`src/rtl/lct_pkg.sv`:
```
package lct_pkg;
  localparam int unsigned B_SRC    = 22;
  localparam int unsigned B_MASTER = 21;
  localparam int unsigned B_RUN    = 20;
  localparam int unsigned B_PHY    = 10;
  localparam int unsigned B_SELF   = 9;

  localparam logic [31:0] WRITABLE = (32'h1 << B_SRC) | (32'h1 << B_MASTER) |
                                     (32'h1 << B_RUN) | (32'h1 << B_PHY) |
                                     (32'h1 << B_SELF);

  // Set/clear merge of write data into the current register value.
  function automatic logic [31:0] apply_write(input logic [31:0] cur,
                                              input logic [31:0] wd,
                                              input logic        is_set);
    logic [31:0] sel;
    sel = wd & WRITABLE;
    return is_set ? (cur | sel) : (cur & ~sel);
  endfunction

  // True when v is the last value before a modulo-limit wrap.
  function automatic logic at_last(input logic [31:0] v, input logic [31:0] limit);
    return (v + 32'd1) >= limit;
  endfunction

  // Modulo-limit increment.
  function automatic logic [31:0] mod_inc(input logic [31:0] v, input logic [31:0] limit);
    return at_last(v, limit) ? 32'd0 : v + 32'd1;
  endfunction
endpackage

```
`src/rtl/lct_ctrl_reg.sv`:
```
module lct_ctrl_reg
  import lct_pkg::*;
#(
  parameter logic [7:0] SET_ADDR = 8'hE0,
  parameter logic [7:0] CLR_ADDR = 8'hE4
) (
  input  logic        clk,
  input  logic        rst_n,
  input  logic        wr_en,
  input  logic [7:0]  addr,
  input  logic [31:0] wdata,
  input  logic        too_long,
  output logic [31:0] ctrl_q,
  output logic        addr_hit
);
  logic        set_hit;
  logic        clr_hit;
  logic [31:0] wd_eff;
  logic [31:0] ctrl_d;

  assign set_hit  = (addr == SET_ADDR);
  assign clr_hit  = (addr == CLR_ADDR);
  assign addr_hit = set_hit | clr_hit;

  always_comb begin
    wd_eff = wdata;
    if (too_long) wd_eff[B_MASTER] = 1'b0;
    ctrl_d = ctrl_q;
    if (wr_en && set_hit)      ctrl_d = apply_write(ctrl_q, wd_eff, 1'b1);
    else if (wr_en && clr_hit) ctrl_d = apply_write(ctrl_q, wdata, 1'b0);
    if (too_long) ctrl_d[B_MASTER] = 1'b0;
  end

  always_ff @(posedge clk) begin
    if (!rst_n) ctrl_q <= '0;
    else        ctrl_q <= ctrl_d;
  end
endmodule

```
`src/rtl/lct_edge_sync.sv`:
```
module lct_edge_sync #(
  parameter int unsigned STAGES = 2
) (
  input  logic clk,
  input  logic rst_n,
  input  logic d,
  output logic rise
);
  logic [STAGES-1:0] s_q;
  logic              prev_q;

  always_ff @(posedge clk) begin
    if (!rst_n) s_q[0] <= 1'b0;
    else        s_q[0] <= d;
  end

  for (genvar i = 1; i < STAGES; i++) begin : g_stage
    always_ff @(posedge clk) begin
      if (!rst_n) s_q[i] <= 1'b0;
      else        s_q[i] <= s_q[i-1];
    end
  end

  always_ff @(posedge clk) begin
    if (!rst_n) prev_q <= 1'b0;
    else        prev_q <= s_q[STAGES-1];
  end

  assign rise = s_q[STAGES-1] & ~prev_q;
endmodule

```
`src/rtl/lct_cycle_timer.sv`:
```
module lct_cycle_timer
  import lct_pkg::*;
#(
  parameter int unsigned PERIOD     = 3072,
  parameter int unsigned CYCLE_WRAP = 8000,
  parameter int unsigned OFF_W      = 12,
  parameter int unsigned CNT_W      = 13
) (
  input  logic             clk,
  input  logic             rst_n,
  input  logic             run,
  input  logic             ext_mode,
  input  logic             ext_rise,
  input  logic             load,
  input  logic [OFF_W-1:0] load_off,
  input  logic [CNT_W-1:0] load_cnt,
  output logic [OFF_W-1:0] offset_q,
  output logic [CNT_W-1:0] count_q,
  output logic             rollover
);
  always_comb begin
    rollover = 1'b0;
    if (run && !load)
      rollover = ext_mode ? ext_rise : at_last(32'(offset_q), 32'(PERIOD));
  end

  always_ff @(posedge clk) begin
    if (!rst_n) begin
      offset_q <= '0;
      count_q  <= '0;
    end else if (load) begin
      offset_q <= load_off;
      count_q  <= load_cnt;
    end else if (run) begin
      if (rollover) begin
        offset_q <= '0;
        count_q  <= CNT_W'(mod_inc(32'(count_q), 32'(CYCLE_WRAP)));
      end else begin
        offset_q <= offset_q + 1'b1;
      end
    end
  end
endmodule

```
`src/rtl/lct_link_ctrl.sv`:
```
module lct_link_ctrl
  import lct_pkg::*;
#(
  parameter logic [7:0]  SET_ADDR    = 8'hE0,
  parameter logic [7:0]  CLR_ADDR    = 8'hE4,
  parameter int unsigned PERIOD      = 3072,
  parameter int unsigned CYCLE_WRAP  = 8000,
  parameter int unsigned OFF_W       = 12,
  parameter int unsigned CNT_W       = 13,
  parameter int unsigned SYNC_STAGES = 2
) (
  input  logic        clk,
  input  logic        rst_n,
  input  logic        reg_wr,
  input  logic [7:0]  reg_addr,
  input  logic [31:0] reg_wdata,
  output logic [31:0] reg_rdata,
  input  logic        cyc_ext_in,
  input  logic        root_in,
  input  logic        too_long_in,
  input  logic        rx_ctx_en_in,
  input  logic        cs_load,
  input  logic [31:0] cs_time,
  output logic [31:0] cyc_time,
  output logic        cyc_start_req,
  output logic        phy_pkt_en,
  output logic        selfid_en
);
  localparam int unsigned TIME_W = OFF_W + CNT_W;
  localparam int unsigned PAD_W  = 32 - TIME_W;

  logic [31:0]      ctrl_q;
  logic             addr_hit;
  logic             ext_rise;
  logic             load_taken;
  logic             rollover;
  logic [OFF_W-1:0] offset_q;
  logic [CNT_W-1:0] count_q;
  logic             unused_cs_hi;

  lct_ctrl_reg #(.SET_ADDR(SET_ADDR), .CLR_ADDR(CLR_ADDR)) u_reg (
    .clk      (clk),
    .rst_n    (rst_n),
    .wr_en    (reg_wr),
    .addr     (reg_addr),
    .wdata    (reg_wdata),
    .too_long (too_long_in),
    .ctrl_q   (ctrl_q),
    .addr_hit (addr_hit)
  );

  lct_edge_sync #(.STAGES(SYNC_STAGES)) u_sync (
    .clk   (clk),
    .rst_n (rst_n),
    .d     (cyc_ext_in),
    .rise  (ext_rise)
  );

  assign load_taken = cs_load & ~ctrl_q[B_MASTER];

  lct_cycle_timer #(
    .PERIOD(PERIOD), .CYCLE_WRAP(CYCLE_WRAP), .OFF_W(OFF_W), .CNT_W(CNT_W)
  ) u_timer (
    .clk      (clk),
    .rst_n    (rst_n),
    .run      (ctrl_q[B_RUN]),
    .ext_mode (ctrl_q[B_SRC]),
    .ext_rise (ext_rise),
    .load     (load_taken),
    .load_off (cs_time[OFF_W-1:0]),
    .load_cnt (cs_time[TIME_W-1:OFF_W]),
    .offset_q (offset_q),
    .count_q  (count_q),
    .rollover (rollover)
  );

  always_ff @(posedge clk) begin
    if (!rst_n) cyc_start_req <= 1'b0;
    else        cyc_start_req <= rollover & ctrl_q[B_MASTER] & root_in;
  end

  assign unused_cs_hi = ^cs_time[31:TIME_W];
  assign reg_rdata    = addr_hit ? ctrl_q : 32'h0;
  assign cyc_time     = {{PAD_W{1'b0}}, count_q, offset_q};
  assign phy_pkt_en   = ctrl_q[B_PHY] & rx_ctx_en_in;
  assign selfid_en    = ctrl_q[B_SELF];
endmodule

```
`config.mk`:
```
export PLATFORM = sky130hd
export DESIGN_NAME = lct_link_ctrl
export DESIGN_NICKNAME = d
export VERILOG_FILES = /design/src/rtl/lct_pkg.sv /design/src/rtl/lct_ctrl_reg.sv /design/src/rtl/lct_edge_sync.sv /design/src/rtl/lct_cycle_timer.sv /design/src/rtl/lct_link_ctrl.sv
export SDC_FILE = /design/constraint.sdc
export NUM_CORES = 1
export LEC_CHECK = 0
export ABC_AREA = 1
export BUFFER_PORTS_ARGS = -buffer_cell sky130_fd_sc_hd__buf_2
export CAP_MARGIN = 10
export CORE_ASPECT_RATIO = 0.6
export CORE_UTILIZATION = 41
export DETAILED_ROUTE_END_ITERATION = 10
export MAX_ROUTING_LAYER = met4
export PLACE_DENSITY = 0.88
export SYNTH_ARGS = -nofsm -noshare
export SYNTH_HDL_FRONTEND = slang
export SYNTH_SLANG_ARGS = --single-unit
```
`constraint.sdc`:
```
create_clock -name clk -period 1.8 [get_ports clk]
set_input_delay 0.09 -clock clk [delete_from_list [all_inputs] [get_ports clk]]
set_output_delay 0.09 -clock clk [all_outputs]
set_load 0.1 [all_outputs]
```
; ---- Word-level counts from Yosys, hierarchy flattened
; Cells that the tools add are included.
[word_totals]
regBits = 61
inputBits = 80
out_inout_bits = 67
[classes]
addsub = 3
n_lt_le_gt_ge = 2
n_eq_ne = 2
n_mux = 13
n_bitwise = 12
reduce_logical = 9
[op_table]
columns = operator, n
row1 = 32-bit two-way mux, 3
row2 = 13-bit two-way mux, 4
row3 = 12-bit two-way mux, 3
row4 = 32-bit AND, 1
row5 = "32-bit by 12-bit >= comparator with 1-bit output, second input constant", 1
row6 = 23-bit NOT with 32-bit output, 1
row7 = 32-bit by 23-bit OR with 32-bit output, 1
row8 = "8-bit == test, second input constant", 2
row9 = "13-bit by 1-bit adder with 14-bit output, second input constant", 1
row10 = "14-bit by 13-bit >= comparator with 1-bit output, second input constant", 1
row11 = "12-bit by 1-bit adder with 13-bit output, second input constant", 1
row12 = "12-bit by 1-bit adder with 12-bit output, second input constant", 1
row13 = 2-bit nonzero test, 3
row14 = 1-bit AND, 5
row15 = 1-bit logical AND, 3
row16 = 1-bit two-way mux, 3
row17 = 1-bit NOT, 3
row18 = 2-bit AND reduction, 1
row19 = 2-bit OR reduction, 1
row20 = 1-bit zero test, 1
row21 = 1-bit OR, 1

; ---- Longest topological paths before layout
[depth]
ltp_word = 8
ltp_mapped = 13
depth_no_buf = 12

; ---- By module
; A second synthesis with hierarchy kept.
[hier_totals]
hier_cells = 491
area_unflattened_um2 = 3021.6
[by_module_without_submodules]
columns = module, n_inst, cells_per_inst, area_per_inst_um2
row1 = lct_cycle_timer, 1, 319, 2001.9
row2 = lct_ctrl_reg, 1, 78, 550.5
row3 = lct_link_ctrl, 1, 83, 376.6
row4 = lct_edge_sync, 1, 11, 92.6

; ---- Worst setup path before layout
; No wires, ideal clock.
[synth_path]
path_type = register to register
from = register u_timer.count_q[0]
to = register u_timer.count_q[10]
setup_ns = 0.119
arrival_ns = 2.404
setup_slack_ns = -0.723
path_stages_with_launch = 12
path_buffers = 1
synth_period_minus_slack_ns = 2.523
cell_sequence = dfxtp_1 -> ha_1 -> nand2_1 -> nor2_1 -> nand2_1 -> nand2_1 -> nand3_1 -> nor2_1 -> nand2_2 -> buf_6 -> nand3_2 -> a21oi_2
[synth_between]
elab_chain_len = 6
[synth_rtl]
columns = item, line_no
row1 = from (decl), lct_cycle_timer.sv:18  ; output logic [CNT_W-1:0] count_q,
row2 = from (signal assigned), lct_cycle_timer.sv:33  ; count_q <= load_cnt;
row3 = from (signal assigned), lct_cycle_timer.sv:37  ; count_q <= CNT_W'(mod_inc(32'(count_q), 32'(CYCLE_WRAP)));
row4 = 13-bit by 1-bit adder with 14-bit output (*), lct_pkg.sv:23  ; return (v + 32'd1) >= limit;
row5 = 14-bit by 13-bit >= comparator with 1-bit output, lct_pkg.sv:23
row6 = 13-bit two-way mux (*), lct_pkg.sv:28  ; return at_last(v, limit) ? 32'd0 : v + 32'd1;
row7 = 13-bit two-way mux (*), lct_cycle_timer.sv:35  ; if (rollover) begin
row8 = 13-bit two-way mux (*), lct_cycle_timer.sv:34  ; end else if (run) begin
row9 = 13-bit two-way mux (*), lct_cycle_timer.sv:31  ; end else if (load) begin
; Mark *: on every way between the ends. The rest lies on a longest branch, timed or not. The select of a mux whose other input is x is not followed.
; A chain may end at the register's enable or synchronous reset.

; ---- Worst setup path in the final report
[layout_path]
from = register u_timer.count_q[0]
to = register u_timer.count_q[1]
; Same word-level chain as after synthesis.

==> flow_summary_export.csv <==
group,metric,value,unit
run_status,outcome,"completed",
setup_path,crit_arrival,1.86,ns
power,pwr-share-seq,0.348,
grt,grt_start_max_net_pins,40,
yosys,syn_area,0.002705,mm²
setup_path,cp-start-kind,"flop",
grt,antenna_found_initial,0,
setup_path,cp.required,1.95,ns
detailed_routing,vias_per_cell,4.789,
die,fp.dieW,106.9,µm
yosys,yosys.area.top_type,"dfxtp_1",
yosys,ys.flop_type,"dfxtp_1",
setup_path,cpMostUsedCell,"nand2_1",
power,switching_share,0.4481,
yosys,synth_edf_count,0,
clocking,numCtsBuffers,5,
detailed_routing,drt_iter0_markers,140,
power,vdd_ir_drop_max,0.3822,mV
yosys,synthMostInstantiatedCell,"nand2_1",
clocking,cts_buffer_depth,2,
die,ios,147,
cells_and_area,area_growth,24.33,%
detailed_routing,drc,0,
setup_path,max_stage_delay,0.38,ns
clocking,cts_max_level,2,
detailed_routing,num_vias,2888,
die,initial_core_util,0.4329,
setup_path,crit_type,"flop to flop",
yosys,ys_types,25,
place,io_buffer_count,78,
detailed_routing,dr.pass1.iters,6,
yosys,postSynth.asyncResetShare,0,
sta,hold_slack,0.04227,ns
detailed_routing,postRouteAntennaNets,0,
setup_path,worstSetupEndpoint,"u_timer.count_q[1]",
grt,grt_overflow,0,
setup_path,critPathLaunch,"u_timer.count_q[0]",
die,dieArea,0.006938,mm²
clocking,clk_pin_slew,0.08,ns
place,place_congestion,0.8934,
grt,grt_pass1_wl,11100,µm
hold_path,min_path_type,"input pin to flop",
yosys,syn_area_per_cell,6.190,µm²
yosys,yosysSeqAreaShare,0.2516,
yosys,synth_common_cells,"nand2_1, inv_1, nor2_1, nand3_1, a21oi_1",
sta,tightest_slew,0.7380,ns
sta,final-max-slew-violation-count,0,
sta,clock_skew,0.01522,ns
die,rows,22,
sta,setup_viol,0,
setup_path,rr_startpoint,"u_timer.count_q[0]",
sta,max_freq,586.8,MHz
cells_and_area,drive_above_1_share,0.3218,
yosys,yosysWarnings,0,
power,clkPwrFrac,0.279,
sta,timing.setup.tns,0,ns
setup_path,worstSetupEndpointType,"flop",
clocking,clk-insertion-delay-late,0.28,ns
place,placed_area,0.003194,mm²
sta,max-slew-margin-rel,0.5062,
yosys,netlist_instances,437,
die,coreArea,0.006248,mm²
setup_path,cpMaxStageDelayCell,"dfxtp_4",
cells_and_area,nets,600,
power,power,2.426,mW
clocking,cts_tree,"yes",
yosys,synth_top_area_frac,0.2516,
sta,final_hold_viol_count,0,
power,power.leakage,1.686,nW
setup_path,r2r_end,"u_timer.count_q[1]",
detailed_routing,wirelength,6938,µm
cells_and_area,final_util,0.5382,
sta,period_needed,1.704,ns
setup_path,path_cells,"ha_4, nand2_1, nor2_4, nand2_1, nand2_1, nand3_2, nor2_4, nand2_4, nand3_1, a21oi_1",
grt,grt_pass1_vias,2497,
yosys,ys_top_cells_by_area,"dfxtp_1, nand2_1, buf_4, inv_1, nand3_1",
die,die-height,64.92,µm
setup_path,r2r_cells,10,
clocking,clock-root-buffer,"clkbuf_8",
cells_and_area,diodes,0,
setup_path,r2r_setup_slack,0.1,ns
power,p_sw,1.087,mW
power,p_int,1.339,mW
clocking,cts.sinks,34,
power,comb_power_share,0.374,
yosys,synth-seq-cells,34,
setup_path,crit_fanout,7,
place,post-dp-hpwl,5194,µm
cells_and_area,fin_area,0.003363,mm²
flow_run,drv_cap,0,
sta,post-route-period-util,0.9468,
power,p_per_area,721.4,mW/mm²
detailed_routing,drt-wirelength-per-cell,11.51,µm
grt,grt_use_total,0.2036,
==> stage by stage <==
step                      std cells  worst slack [ns]
final                           603           0.09570
after global routing            603          -0.01098
after CTS                       602          0.009303
after detailed placement        593           0.03029
after global placement          593           0.09279
after floorplan                 470           -0.1134
==> how the worst min path moves through the flow <==
stage,start,endpoint,slack [ns],depth (start not counted)
2_1_floorplan,reg_addr[2],u_reg.ctrl_q[21],0.18,1
3_3_place_gp,cyc_ext_in,u_sync.s_q[0],0.28,3
3_5_place_dp,cyc_ext_in,u_sync.s_q[0],0.27,3
4_1_cts,reg_addr[2],u_reg.ctrl_q[21],0.02,2
5_1_grt,reg_addr[2],u_reg.ctrl_q[21],0.03,2
6_report,reg_addr[2],u_reg.ctrl_q[21],0.04,2
==> cell type report <==
cell class / instances / area [µm²]
fillers: 610 / 2885
multi-input cells: 317 / 1637
repair buffers: 90 / 495.5
well taps: 84 / 105.1
clock buffers: 8 / 111.4
inverters: 70 / 262.8
flip-flops and latches: 34 / 752.0
==> power groups by stage <==
stage	clock network [mW]	registers, mW	logic, mW
after floorplan	0	1.11	0.565
after global placement	0	0.854	0.886
after detailed placement	0	0.859	0.898
after CTS	0.698	0.841	0.900
after global routing	0.728	0.848	0.956
final	0.677	0.843	0.906
==> worst max-delay path, delay by kind of cell, from the launching register on <==
kind / cells / cell delay (ns)
AOI/OAI and AO/OA: 1 / 0.07
DFF: 1 / 0.38
and+or+nand+nor: 8 / 1.01
adders and majority gates: 1 / 0.14
==> cells in the final DEF, fill, tap and decap left out, drive strengths merged <==
cell type	n
nand2	85
ha	2
dlygate4sd3	1
dfxtp	34
buf	89
o21a	1
nand3	54
xnor2	1
nand4	10
o21ai	14
xor2	8
a21oi	48
nor3	5
inv	70
clkbuf	8
conb	34
nor2	55
==> cell families after synthesis <==
| kind of cell | count (synthesis) | share of synthesized area |
|---|---|---|
| simple gates | 208 | 0.3538 |
| buf+inv | 120 | 0.2234 |
| compound gates | 63 | 0.1314 |
| flops | 34 | 0.2516 |
| xor+xnor | 9 | 0.02914 |
| fa+ha+maj | 2 | 0.009249 |
| other cells | 1 | 0.001386 |
==> routing by layer <==
layer,track usage,up-vias,part of all wire
met1,0.2704,1270,0.47
met2,0.3242,134,0.44
met5,-,-,0
li1,-,1474,-
met4,0.03767,0,0.0071
met3,0.04024,10,0.082
==> timing repair <==
| action | 4_1_cts | 5_1_grt |
|---|---|---|
| gates resized for setup | 0 | 10 |
| setup buffers | 0 | 0 |
| endpoints found under the setup margin | 0 | 23 |
| hold buffers | 1 | 0 |
| endpoints found under the hold margin | 1 | 0 |
No activity file was read; power rests on OpenSTA's default activity.
